File: src/rtl/sumfsm_pkg.sv
package sumfsm_pkg;

    // Encoding is part of the behaviour: 00 init, 01 loop, 10 done.
    typedef enum logic [1:0] {
        ST_INIT  = 2'b00,
        ST_LOOP  = 2'b01,
        ST_DONE  = 2'b10,
        ST_SPARE = 2'b11
    } sum_state_e;

    typedef struct packed {
        logic acc_we;     // accumulator write enable
        logic acc_clr;    // 1: accumulator source is zero, 0: adder
        logic idx_we;     // index write enable
        logic idx_load;   // 1: index source is n_in, 0: decrementer
        logic done;       // result valid
    } sum_ctrl_t;

endpackage

File: src/rtl/sum_ctrl.sv
module sum_ctrl
    import sumfsm_pkg::*;
(
    input  logic       clk,
    input  logic       rst,
    input  logic       last_iter,
    output sum_state_e state_o,
    output sum_ctrl_t  ctrl_o
);

    sum_state_e state_q;
    sum_state_e state_d;

    // State register process
    always_ff @(posedge clk) begin
        if (rst) begin
            state_q <= ST_INIT;
        end else begin
            state_q <= state_d;
        end
    end

    // Next-state and output decode process: every signal set in every state
    always_comb begin
        state_d = ST_INIT;
        ctrl_o  = '0;
        unique case (state_q)
            ST_INIT: begin
                ctrl_o  = '{acc_we: 1'b1, acc_clr: 1'b1, idx_we: 1'b1, idx_load: 1'b1, done: 1'b0};
                state_d = ST_LOOP;
            end
            ST_LOOP: begin
                ctrl_o  = '{acc_we: 1'b1, acc_clr: 1'b0, idx_we: 1'b1, idx_load: 1'b0, done: 1'b0};
                state_d = last_iter ? ST_DONE : ST_LOOP;
            end
            ST_DONE: begin
                ctrl_o  = '{acc_we: 1'b0, acc_clr: 1'b0, idx_we: 1'b0, idx_load: 1'b0, done: 1'b1};
                state_d = ST_INIT;
            end
            ST_SPARE: begin
                ctrl_o  = '0;
                state_d = ST_INIT;
            end
        endcase
    end

    assign state_o = state_q;

endmodule

File: src/rtl/sum_zero_det.sv
module sum_zero_det #(
    parameter int W = 4
) (
    input  logic [W-1:0] val,
    output logic         is_zero
);

    assign is_zero = ~|val;

endmodule

File: src/rtl/sum_datapath.sv
module sum_datapath
    import sumfsm_pkg::*;
#(
    parameter int IDX_W = 4,
    parameter int ACC_W = 7
) (
    input  logic             clk,
    input  logic             rst,
    input  logic [IDX_W-1:0] n_in,
    input  sum_ctrl_t        ctrl,
    output logic [IDX_W-1:0] idx_o,
    output logic [ACC_W-1:0] acc_o,
    output logic             last_o
);

    localparam int PAD_W = ACC_W - IDX_W;

    logic [IDX_W-1:0] idx_q;
    logic [IDX_W-1:0] idx_dec;
    logic [IDX_W-1:0] idx_src;
    logic [ACC_W-1:0] acc_q;
    logic [ACC_W-1:0] acc_sum;
    logic [ACC_W-1:0] acc_src;

    // Decrement unit and zero-extending adder
    assign idx_dec = idx_q - IDX_W'(1);
    assign acc_sum = acc_q + {{PAD_W{1'b0}}, idx_q};

    // Source multiplexers
    assign idx_src = ctrl.idx_load ? n_in : idx_dec;
    assign acc_src = ctrl.acc_clr ? '0 : acc_sum;

    // Exit flag taken from the decremented index
    sum_zero_det #(.W(IDX_W)) u_zero (
        .val     (idx_dec),
        .is_zero (last_o)
    );

    always_ff @(posedge clk) begin
        if (rst) begin
            idx_q <= '0;
        end else if (ctrl.idx_we) begin
            idx_q <= idx_src;
        end
    end

    always_ff @(posedge clk) begin
        if (rst) begin
            acc_q <= '0;
        end else if (ctrl.acc_we) begin
            acc_q <= acc_src;
        end
    end

    assign idx_o = idx_q;
    assign acc_o = acc_q;

endmodule

File: src/rtl/serial_sum_engine.sv
module serial_sum_engine
    import sumfsm_pkg::*;
#(
    parameter int IDX_W = 4,
    parameter int ACC_W = 7
) (
    input  logic             clk,
    input  logic             rst,
    input  logic [IDX_W-1:0] n_in,
    output logic [ACC_W-1:0] x_out,
    output logic             x_done
);

    sum_state_e       state_w;
    sum_ctrl_t        ctrl_w;
    logic             last_w;
    logic [IDX_W-1:0] idx_w;
    logic [1:0]       state_bits;

    sum_ctrl u_ctrl (
        .clk       (clk),
        .rst       (rst),
        .last_iter (last_w),
        .state_o   (state_w),
        .ctrl_o    (ctrl_w)
    );

    sum_datapath #(.IDX_W(IDX_W), .ACC_W(ACC_W)) u_dp (
        .clk    (clk),
        .rst    (rst),
        .n_in   (n_in),
        .ctrl   (ctrl_w),
        .idx_o  (idx_w),
        .acc_o  (x_out),
        .last_o (last_w)
    );

    assign x_done     = ctrl_w.done;
    assign state_bits = state_w;

endmodule

File: config.mk
export PLATFORM = sky130hd
export DESIGN_NAME = serial_sum_engine
export DESIGN_NICKNAME = d
export VERILOG_FILES = /design/src/rtl/sumfsm_pkg.sv /design/src/rtl/sum_ctrl.sv /design/src/rtl/sum_zero_det.sv /design/src/rtl/sum_datapath.sv /design/src/rtl/serial_sum_engine.sv
export SDC_FILE = /design/constraint.sdc
export NUM_CORES = 1
export LEC_CHECK = 0
export ABC_AREA = 0
export BUFFER_PORTS_ARGS = -buffer_cell sky130_fd_sc_hd__clkbuf_2
export CORE_MARGIN = 2
export CORE_UTILIZATION = 30
export CTS_CLUSTER_SIZE = 14
export DETAILED_ROUTE_END_ITERATION = 7
export PLACE_DENSITY = 0.58
export SYNTH_ARGS = -nofsm -noshare
export SYNTH_HDL_FRONTEND = slang
export SYNTH_SLANG_ARGS = --single-unit
File: constraint.sdc
create_clock -name clk -period 2.85 [get_ports clk]
set_clock_uncertainty 0.05 [all_clocks]
set_input_delay 0.57 -clock clk [delete_from_list [all_inputs] [get_ports clk]]
set_output_delay 0.57 -clock clk [all_outputs]
set_load 0.05 [all_outputs]
## Word-level counts from Yosys, hierarchy flattened

Cells that the tools add are included.

- Add/sub/neg operators: 2
- $mul: 0
- Divide/modulo/power cells: 0
- Magnitude comparators: 0
- Eq/ne operators: 3
- Shift-type cells: 0
- Mux-type cells: 5
- Bitwise gates (word level): 0
- Reductions and logical operators: 3

Operators with widths:

| cell | number |
|---|---|
| 5-bit one-hot mux with 4 select lines | 1 |
| 7-bit by 4-bit adder with 7-bit output | 1 |
| 7-bit 2-to-1 mux | 1 |
| 2-bit one-hot mux with 3 select lines | 1 |
| 2-bit equality test (second input constant) | 2 |
| 4-bit 2-to-1 mux | 1 |
| 4-bit OR reduction | 1 |
| 4-bit by 1-bit subtractor with 4-bit output (second input constant) | 1 |
| 2-bit by 1-bit equality test with 1-bit output (second input constant) | 1 |
| 2-bit logical NOT | 1 |
| 2-bit 2-to-1 mux | 1 |
| 2-bit OR reduction | 1 |

- Flip-flop bits (word level): 13
- Latch bits: 0
- Bits in writable memories: 0
- Bits in read-only memories: 0
- Output and inout bits: 8
- Logic and storage cells: 16
- Memories kept: 0

## Depth between registers and ports, before layout

Gate-level depths: netlist (run 1).

- Depth in word-level cells: 4
- Mapped depth: 6
- Mapped depth without buffers: 6

## Hierarchy

A second synthesis (run 1) with hierarchy kept.

- Cell total of the unflattened synthesis: 91
- Area, all modules: 798.3 sq um

Modules (own cells, without submodules):

| module | instances | cells an instance | area each (sq um) |
|---|---|---|---|
| sum_datapath | 1 | 81 | 696.9 |
| sum_ctrl | 1 | 9 | 88.8 |
| sum_zero_det | 1 | 1 | 12.5 |

## Worst setup path after synthesis (run 1)

OpenSTA, ideal clock, no wires.

- Path kind: register -> output
- Start point: register u_ctrl.state_q[1] (netlist: u_ctrl.state_o[1])
- End point: output port x_done
- Arrival: 1.436 ns
- Data required time: 2.230 ns
- Setup slack: 0.794 ns
- Cell stages (with the launch flop): 3
- Cell sequence: dfxtp_1 -> buf_1 -> nor2b_1

- Cells in the longest elaborated chain, start to end: 2

Ends and longest elaborated chain:

| what | RTL line | source |
|---|---|---|
| from (decl) | sum_ctrl.sv:11 | `sum_state_e state_q;` |
| from (signal assigned) | sum_ctrl.sv:19 | `state_q <= state_d;` |
| 2-bit equality test (tied with other cells) | sum_ctrl.sv:27 | `unique case (state_q)` |
| 5-bit one-hot mux with 4 select lines (*) | sum_ctrl.sv:27 |  |
| to (decl) | serial_sum_engine.sv:11 | `output logic x_done` |

Mark *: on every way between the ends. The rest lies on a longest branch, timed or not.

## Worst setup path after layout (run 1)

- Start point: register u_ctrl.state_q[0] (netlist: u_ctrl.state_o[0])
- End point: output port x_done

The elaborated chain is that of the path after synthesis.

==> metrics.txt, run 1 <==
outcome=finished, final reports clean; I/O Pins=14; Ys Warns=0; syn nets=102; via count=~650; top-count cell post-synth=dfxtp_1; post-CTS resize count=0; CP startpoint kind=flop; H-tree depth=1; drt first-iter violations=7; share of post-route cells with drive strength above 1=a little under a quarter; CTS tree=yes; fin. max-slew vios=0; Worst Min Path Start=u_dp.acc_o[2]; Hold Fails Final Rpt=0; ys async rst share=0%; Primary FF master, synth=dfxtp_1; crit path DAT=approximately 1.3 ns; WL final=1530 µm; RSZ-0062 raised after global routing=false; ant diodes=0; global-route wire length before repair=~2700 µm; hold buffers post-CTS=0; Clock Latency Late Sink=between 0.2 and 0.3 ns; die area=roughly 3000 µm²; largest family of logic cells by synthesized area=simple AND/OR/NAND/NOR gates; Synth top area share=approximately 34%; xor and xnor area share after synthesis=about 4.5%; Synth Instances=approximately 90; worst hold endpoint=u_dp.acc_o[2]; final setup vio count=0; Post-synth EDFFs=0; grt total ovfl=0; critical path type=flop to output port; Chip Height=between 50 and 60 µm; Pwr Density=482 nW/µm²; main area contributors after synthesis=dfxtp_1 34%, ha_1 9.7%, nor2_1 5.8%; post-synthesis sequential area ratio=approximately 34%; top cells by count, synth=13 x dfxtp_1, 12 x nor2_1, 8 x a21oi_1, 7 x nand2_1, 6 x ha_1; initial core utilization=approximately a third; Total GRT Usage=approximately 13%; leading area contributor after synthesis=dfxtp_1; post-synthesis cell area=between 700 and 800 µm²; Avg WL per Cell=11.5 µm; max-cap viol count=0; Peak VDD IR=approximately 0.24 mV; post-route minimum period=approximately 1.9 ns; Leakage Power=around 0.00038 µW; worst-margin pin slew=0.536 ns; clock transition at the registers of the reported paths=roughly 0.08 ns; Final Cycle Share=around 67%; core area=2450 µm²; Worst Setup End Kind=output port; FF-to-FF End=u_dp.acc_o[4]; DRT Pass-1 Iters=4; r2r worst-path depth=6; final layout net count=between 100 and 150; Worst Path Required=between 2 and 2.5 ns; Final GP Congestion=~0.7; Hold WS=around 0.44 ns; Via density=approximately 5; Die X=~55 µm; Syn Area/Cell=a little under 9 µm²; Final TNS setup=0 ns; worst hold path type=flop to flop; antenna violations before repair=0; Slew HR=about 64%; # port buffers=13; Remaining DRCs=0; Post-Synth Adder-Cell Area=around an eighth; Reg2Reg Setup Slack=0.97 ns; reg2reg start=u_dp.idx_o[0]; Compound-Gate Fraction of Synth Area=16.4%; DP HPWL=between 1000 and 1500 µm; Max Clk Rate=around 0.53 GHz; clock root buffer master=clkbuf_4; TritonCTS Buffers=3; post-route ant nets=0; synthesis-to-layout area growth=15.3%; hold depth=2; Setup Fix Bufs, Post-CTS=0; Max Buffers Root-to-Sink=2; worst-path fanout max=16; mux share of post-synthesis cell area=under 10%; Site Rows=18; Fill cells=roughly 270; Yosys cell types=34; largest net degree at the start of global routing=23; post-synthesis simple-gate area fraction=27.8%; clock sink count=13; vias in the first global route=approximately 640; number of synthesized register bits=13
## power breakdown
group	switching, µW	internal (µW)	total [µW]
combinational	59.8	44.3	104
sequential	18.6	194	212
clock	58.1	54.1	112
total	136	292	429
## critical path: stages (launching register included)
cell and delay [ns]:
dfxtp_1 0.66, nor2b_1 0.09, clkbuf_2 0.25
## how the worst max path moves through the flow
stage | start | end | slack, ns
global placement | u_dp.idx_o[0] | u_dp.acc_o[4] | 1.04
floorplan | u_ctrl.state_o[1] | x_done | 0.79
CTS | u_ctrl.state_o[0] | x_done | 0.92
detailed placement | u_dp.idx_o[0] | u_dp.acc_o[4] | 1.00
finish | u_ctrl.state_o[0] | x_done | 0.95
global route | u_dp.idx_o[0] | u_dp.acc_o[4] | 0.79
## logic make-up after synthesis
family,after synthesis
XOR/XNOR,4
flip-flops,13
buffers and inverters,7
multiplexers,1
adder cells (fa/ha/maj),7
AND/OR/NAND/NOR,38
AO/OA/AOI/OAI,19
## cell usage in the layout (no fill, tap or decap), types with 3 or more instances in the layout
master | synthesis | final
dfxtp_1 | 13 | 13
ha_1 | 6 | 6
xnor2_1 | 3 | 3
clkbuf_2 | 0 | 13
nand2b_1 | 3 | 3
nor2_1 | 12 | 12
a21oi_1 | 8 | 8
nand2_1 | 7 | 7
clkbuf_4 | 0 | 3
inv_1 | 3 | 3
## routing by layer
metal | vias to the layer above | share of wire (%) | routed length, µm | global-route usage (%)
met5 | - | 0 | 0 | 0
li1 | 340 | - | - | -
met3 | 2 | 4.0 | 61 | 1.64
met1 | 301 | 45 | 690 | 15.5
met4 | 0 | 0.98 | 15 | 7.50
met2 | 11 | 50 | 763 | 20.6
## per-stage QoR
step	instances	total power, µW	setup WS, ns	utilization (%)	area (µm²)
2_1_floorplan	89	299	0.794	-	771
3_3_place_gp	129	320	1.04	35.1	862
3_5_place_dp	129	321	1.00	35.1	862
4_1_cts	133	438	0.918	36.2	888
5_1_grt	133	464	0.792	36.2	888
6_report	133	429	0.947	36.2	888
## state kept, by name, summed over array words and instances (netlist names)
| register | cells |
|---|---|
| u_dp.acc_o | 7 |
| u_dp.idx_o | 4 |
| u_ctrl.state_o | 2 |
## cell type report
type	count	area (µm²)	area share (%)
tap	30	37.5	4.23
timing repair buffer	14	72.6	8.17
sequential	13	260	29.3
inverter	3	11.3	1.27
multi-input combinational	69	480	54.1
clock buffer	4	26.3	2.96
No activity file was read; power rests on OpenSTA's default activity.
==> run 2: changes to the inputs <==
--- a/config.mk
+++ b/config.mk
@@ -5,7 +5,7 @@
 export SDC_FILE = /design/constraint.sdc
 export NUM_CORES = 1
 export LEC_CHECK = 0
-export ABC_AREA = 0
+export ABC_AREA = 1
 export BUFFER_PORTS_ARGS = -buffer_cell sky130_fd_sc_hd__clkbuf_2
 export CORE_MARGIN = 2
 export CORE_UTILIZATION = 30
==> constraint.sdc (replaced) <==
create_clock -name clk -period 1.85 [get_ports clk]
set_clock_uncertainty 0.05 [all_clocks]
set_input_delay 0.37 -clock clk [delete_from_list [all_inputs] [get_ports clk]]
set_output_delay 0.37 -clock clk [all_outputs]
set_load 0.05 [all_outputs]
==> run 2 against run 1 <==
Effect of this change:
- sequential power increased by 51%
- global-route usage increased by 0.84 points
- clock power increased by 59%
- clock-buffer cell count unchanged
- register-to-register slack got worse by 0.69 ns
- sequential cell count unchanged
- setup slack got worse by 0.67 ns
- combinational power increased by 39%
- power increased by 50%
- critical path type is now flop to flop
- largest cell class unchanged
- largest power group unchanged
- highest routed layer unchanged
==> metrics.txt, run 2 <==
Hold Fails Final Rpt=0 (unchanged); Bufs and invs on worst path=0 (-1); worst hold path type=input port to flop; DR top layer=met4; area occupied by multi-input gates=407 µm² (-15%); Fill cells=262 (-3.7%); commonest non-fill, non-tap cell in the layout=nand2_1; Clock Latency Late Sink=0.27 ns (about the same); post-synthesis cell area=747 µm² (-3.1%); Worst Setup End Kind=flop; initial core utilization=31.0% (-0.40 points); Setup Fix Bufs, Post-CTS=0 (unchanged); worst-path fanout max=5 (-11); largest net degree at the start of global routing=10 (-57%); vias in the first global route=654 (+2.7%); Avg WL per Cell=10.3 µm (-10%); TritonCTS Buffers=3 (unchanged); main area contributors after synthesis=dfxtp_1 35%, nand2_1 14%, ha_1 10%; Slew HR=77.9% (+14 points); Chip Height=53.9 µm (-1.4%); H-tree depth=1 (unchanged); Max stage delay on crit path=0.41 ns (-0.25 ns); fin cells=149 (+12%); ant diodes=0 (unchanged); clock sink count=13 (unchanged); Synth Instances=103 (+16%); Post-synth EDFFs=0 (unchanged); critical path type=flop to flop; syn nets=116 (+14%); Total GRT Usage=13.4% (+0.84 points); register area=260 µm² (unchanged); Synth top area share=34.8% (+1.1 points); FF-to-FF End=u_dp.acc_o[6]; r2r worst-path depth=6 (unchanged); Cell Chain, Critical Path=ha_1 > fa_1 > nand3_1 > nand3_1 > a31oi_1 > nor2_1; Yosys cell types=21 (-38%); Syn Area/Cell=7.25 µm² (-16%); via count=706 (+8.0%); Design Area, Final=861 µm² (-3.1%); Worst Path Required=1.98 ns (-0.25 ns); synthesis-to-layout area growth=15.2% (about the same); leading area contributor after synthesis=dfxtp_1; Primary FF master, synth=dfxtp_1; core area=2410 µm² (-1.8%); final worst slack=0.282 ns (-0.665 ns); grt total ovfl=0 (unchanged); # port buffers=13 (unchanged); clock root buffer master=clkbuf_4; max-cap viol count=0 (unchanged); Die X=53.9 µm (-1.4%); placed instance count=145 (+12%); Worst path slowest cell=fa_1; CP startpoint kind=flop; antenna violations before repair=0 (unchanged); WL met1=752 µm (+9.0%); DP HPWL=1200 µm (+4.7%); worst-margin pin slew=0.331 ns (-0.205 ns); post-synthesis sequential area ratio=34.8% (+1.1 points); final layout net count=133 (+14%); final setup vio count=0 (unchanged); post-route ant nets=0 (unchanged); most frequent cells in the layout=27 x nand2_1, 13 x inv_1, 13 x clkbuf_2, 13 x dfxtp_1, 12 x nor2_1; ys async rst share=0% (unchanged); Top cell by count, worst path=nand3_1; Remaining DRCs=0 (unchanged); WL final=1540 µm (+0.72%); placed cell area=835 µm² (-3.2%); Via density=4.74 (-3.6%); Post-Place Worst Slack=0.302 ns (-0.700 ns); DR WL met2=702 µm (-8.0%); Final TNS setup=0 ns (unchanged); Critical path origin=u_dp.idx_o[0]; Site Rows=18 (unchanged); crit path to=u_dp.acc_o[6]; metal3 WL=69 µm (+13%); I/O Pins=14 (unchanged); Max Buffers Root-to-Sink=2 (unchanged); share of post-route cells with drive strength above 1=16.8% (-6.5 points); DRT Pass-1 Iters=4 (unchanged); CTS tree=yes; number of synthesized register bits=13 (unchanged); global-route wire length before repair=2790 µm (+2.8%); Worst Min Path Start=n_in[2]; Max Clk Rate=about 0.64 GHz; Final GP Congestion=0.883 (+24%); crit path DAT=1.69 ns (+0.41 ns); Reg2Reg Setup Slack=0.28 ns (-0.69 ns); outcome=finished, final reports clean; Pwr Density=747 nW/µm² (+55%); CP Depth=6 (+4); post-CTS resize count=0 (unchanged); fin. max-slew vios=0 (unchanged); post-route minimum period=1.57 ns; Peak VDD IR=0.377 mV (+57%); drt first-iter violations=12 (+5); max reg flops=7 (unchanged); top-count cell post-synth=nand2_1; Leakage Power=0.000416 µW (+8.0%); Ys Warns=0 (unchanged); top cells by count, synth=27 x nand2_1, 13 x dfxtp_1, 13 x inv_1, 12 x nor2_1; Final Cycle Share=about 85%; hold buffers post-CTS=0 (unchanged); reg2reg start=u_dp.idx_o[0]; die area=2910 µm² (-2.9%); clock transition at the registers of the reported paths=0.08 ns (about the same); RSZ-0062 raised after global routing=false; Top delay family on crit path=adder cells
## run 2: logic make-up after synthesis
logic type	after synthesis	synth area share, %
adder cells (fa/ha/maj)	7	12.7
XOR/XNOR	1	1.17
flip-flops	13	34.8
AND/OR/NAND/NOR	52	29.8
AO/OA/AOI/OAI	14	10.7
buffers and inverters	16	10.7
## run 2: routing by layer
| layer | up-vias | track usage (%) |
|---|---|---|
| met5 | - | 0 |
| met4 | 0 | 6.41 |
| met3 | 2 | 2.78 |
| met2 | 16 | 21.5 |
| met1 | 321 | 17.0 |
| li1 | 367 | - |
## run 2: stage by stage
step	total power (µW)	util [%]	hold WS (ns)
2_1_floorplan	438	-	0.423
3_3_place_gp	469	34.6	0.420
3_5_place_dp	472	34.6	0.425
4_1_cts	650	35.7	0.316
5_1_grt	691	35.7	0.321
6_report	643	35.7	0.319
## run 2: layout make-up
| class | count | share of cell area, % |
|---|---|---|
| inverter | 14 | 6.69 |
| sequential | 13 | 30.2 |
| clock buffer | 4 | 3.05 |
| tap | 30 | 4.36 |
| timing repair buffer | 14 | 8.43 |
| multi-input combinational | 74 | 47.2 |
## run 2: how the worst min path moves through the flow
stage                          to  depth (start not counted)  slack, ns
floorplan           u_dp.idx_o[3]                          2       0.42
global placement    u_dp.acc_o[3]                          2       0.42
detailed placement  u_dp.acc_o[3]                          2       0.43
CTS                 u_dp.idx_o[2]                          3       0.32
global route        u_dp.idx_o[2]                          3       0.32
finish              u_dp.idx_o[2]                          3       0.32
## run 2: power breakdown
| group | switching (µW) | internal, µW |
|---|---|---|
| Combinational | 92.0 | 53.0 |
| Clock | 94.1 | 83.6 |
| Sequential | 22.7 | 298 |
## run 2: worst reg2reg max path, cell delays in order, from the launching register on
cell	delay (ns)
dfxtp_1	0.35
ha_1	0.22
fa_1	0.41
nand3_1	0.10
nand3_1	0.12
a31oi_1	0.16
nor2_1	0.05
==> run 3: changes to the inputs <==
--- a/config.mk
+++ b/config.mk
@@ -11,7 +11,7 @@
 export CORE_UTILIZATION = 30
 export CTS_CLUSTER_SIZE = 14
 export DETAILED_ROUTE_END_ITERATION = 7
-export PLACE_DENSITY = 0.58
+export PLACE_DENSITY = 0.6
 export SYNTH_ARGS = -nofsm -noshare
 export SYNTH_HDL_FRONTEND = slang
 export SYNTH_SLANG_ARGS = --single-unit
==> constraint.sdc (replaced) <==
create_clock -name clk -period 1.3 [get_ports clk]
set_clock_uncertainty 0.05 [all_clocks]
set_input_delay 0.26 -clock clk [delete_from_list [all_inputs] [get_ports clk]]
set_output_delay 0.26 -clock clk [all_outputs]
set_load 0.05 [all_outputs]
==> run 3 against run 2 <==
Effect of this change:
- highest routed layer is now met3
- register-to-register slack lost 0.39 ns
- wire length rose by 11%
- combinational power is 84% higher
- cell count rose by 4.7%
- the flow now finishes with violations (setup timing)
- global-route usage decreased by 0.51 points
- die area is the same
- cell area grew 18%
- power is 51% higher
==> metrics.txt, run 3 (synthesis gave the netlist of run 2 again) <==
outcome=finished, violations left; failing checks=setup timing; Total GRT Usage=12.9% (-0.51 points); Final TNS setup=-0.392 ns (-0.392 ns); die area=2910 µm² (unchanged); r2r worst-path depth=6 (unchanged); CTS tree=yes; Fill cells=261 (-0.38%); Max Clk Rate=0.710 GHz (+11%); Hold WS=0.197 ns (-0.123 ns); placed instance count=152 (+4.8%); clock transition at the registers of the reported paths=0.08 ns (about the same); Peak VDD IR=0.528 mV (+40%); Pwr Density=957 nW/µm² (+28%); WL final=1720 µm (+11%); commonest non-fill, non-tap cell in the layout=nand2_1; Core Util, Final=42.0% (+6.3 points); Via density=4.64 (-2.1%); Slew HR=75.0% (-2.9 points); Final Cycle Share=108% (+24 points); largest net degree at the start of global routing=9 (-1); clock sink count=13 (unchanged); share of post-route cells with drive strength above 1=34.9% (+18 points); worst-margin pin slew=0.373 ns (+0.0422 ns); Worst Setup End Kind=flop; Final GP Congestion=0.777 (-12%); Worst Min Path Start=n_in[2]; fin cells=156 (+4.7%); DRT Pass-1 Iters=4 (unchanged); # port buffers=13 (unchanged); most frequent cells in the layout=26 x nand2_1, 13 x inv_1, 11 x nor2_1; final layout net count=140 (+5.3%); CP startpoint kind=flop; post-route minimum period=1.41 ns (-0.160 ns); fin. max-slew vios=0 (unchanged); vias in the first global route=630 (-3.7%); grt total ovfl=0 (unchanged); Avg WL per Cell=11.0 µm (+6.4%); Clock Latency Late Sink=0.27 ns (about the same); max reg flops=7 (unchanged); TritonCTS Buffers=3 (unchanged); final worst slack=-0.108 ns (-0.390 ns); Chip Height=53.9 µm (unchanged); Max Buffers Root-to-Sink=2 (unchanged); antenna violations before repair=0 (unchanged); ant diodes=0 (unchanged); worst hold path type=input port to flop; reg2reg start=u_dp.acc_o[0]; synthesis-to-layout area growth=35.5%; hold depth=3 (unchanged); DP HPWL=1350 µm (+13%); Leakage Power=0.000461 µW (+11%); Remaining DRCs=0 (unchanged); H-tree depth=1 (unchanged); Worst Path Required=1.42 ns (-0.56 ns); Critical path origin=u_dp.acc_o[0]; initial core utilization=31.0% (unchanged); clock root buffer master=clkbuf_4; global-route wire length before repair=2690 µm (-3.7%); final setup vio count=7 (+7); via count=724 (+2.5%); worst-path fanout max=4 (-1); I/O Pins=14 (unchanged); Post-Place Worst Slack=-0.0919 ns (-0.394 ns); post-route ant nets=0 (unchanged); drt first-iter violations=17 (+5); core area=2410 µm² (unchanged); critical path type=flop to flop; Die X=53.9 µm (unchanged); max-cap viol count=0 (unchanged); Hold Fails Final Rpt=0 (unchanged); RSZ-0062 raised after global routing=true; Site Rows=18 (unchanged); crit path DAT=1.53 ns (-0.16 ns)
run 3: cell types whose count changed in the layout (fill, tap and decap cells not counted), moves of 2 or more:
cell	before	now
buf_4	1	9
clkbuf_2	13	10
dfxtp_1	13	6
dfxtp_2	0	2
dfxtp_4	0	5
ha_1	6	4
ha_4	0	2
nand3_1	7	2
nand3_2	0	5
run 3: through the flow:
step / cell area, µm² / power (µW)
after floorplan: 802 / 637
after global placement: 942 / 710
after detailed placement: 942 / 716
after CTS: 996 / 977
after global routing: 1010 / 1040
final: 1010 / 969
run 3: path summary, 6_finish.rpt:
check	end	slack, ns
setup reg to reg	u_dp.acc_o[4]	-0.11
setup / recovery	u_dp.acc_o[4]	-0.11
hold / removal	u_dp.idx_o[2]	0.20
hold reg to reg	u_dp.acc_o[3]	0.44
run 3: timing repair:
action | in CTS | in global routing
gates cloned | 0 | 0
hold buffers | 0 | 0
setup buffers | 0 | 0
endpoints found under the setup margin | 10 | 13
endpoints found under the hold margin | 0 | 0
pin swaps | 1 | 2
resized for setup | 9 | 8
run 3: area by class of cell:
class / count / area, µm² / share of cell area (%)
well taps: 30 / 37.5 / 3.71
repair buffers: 21 / 140 / 13.8
inverters: 14 / 57.6 / 5.69
flip-flops and latches: 13 / 282 / 27.8
multi-input cells: 74 / 469 / 46.4
clock buffers: 4 / 26.3 / 2.60
run 3: worst max-delay path, cell delays in order, from the launching register on:
cell and delay, ns:
dfxtp_4 0.36, ha_4 0.16, fa_2 0.36, nand3_2 0.09, nand3_2 0.09, a21oi_1 0.14, nor2_1 0.06
run 3: routing by layer:
layer,share of wire [%],vias up,GRT usage (%)
met5,0,-,0
met4,0,0,1.28
met3,5.4,0,5.56
met2,49,19,20.9
met1,45,326,16.3
li1,-,379,-
run 3: power breakdown:
group | internal [µW] | switching (µW) | leakage [µW]
Clock | 119 | 128 | 0.0000150
Sequential | 422 | 33.4 | 0.000111
Combinational | 112 | 155 | 0.000335
Total | 653 | 317 | 0.000461
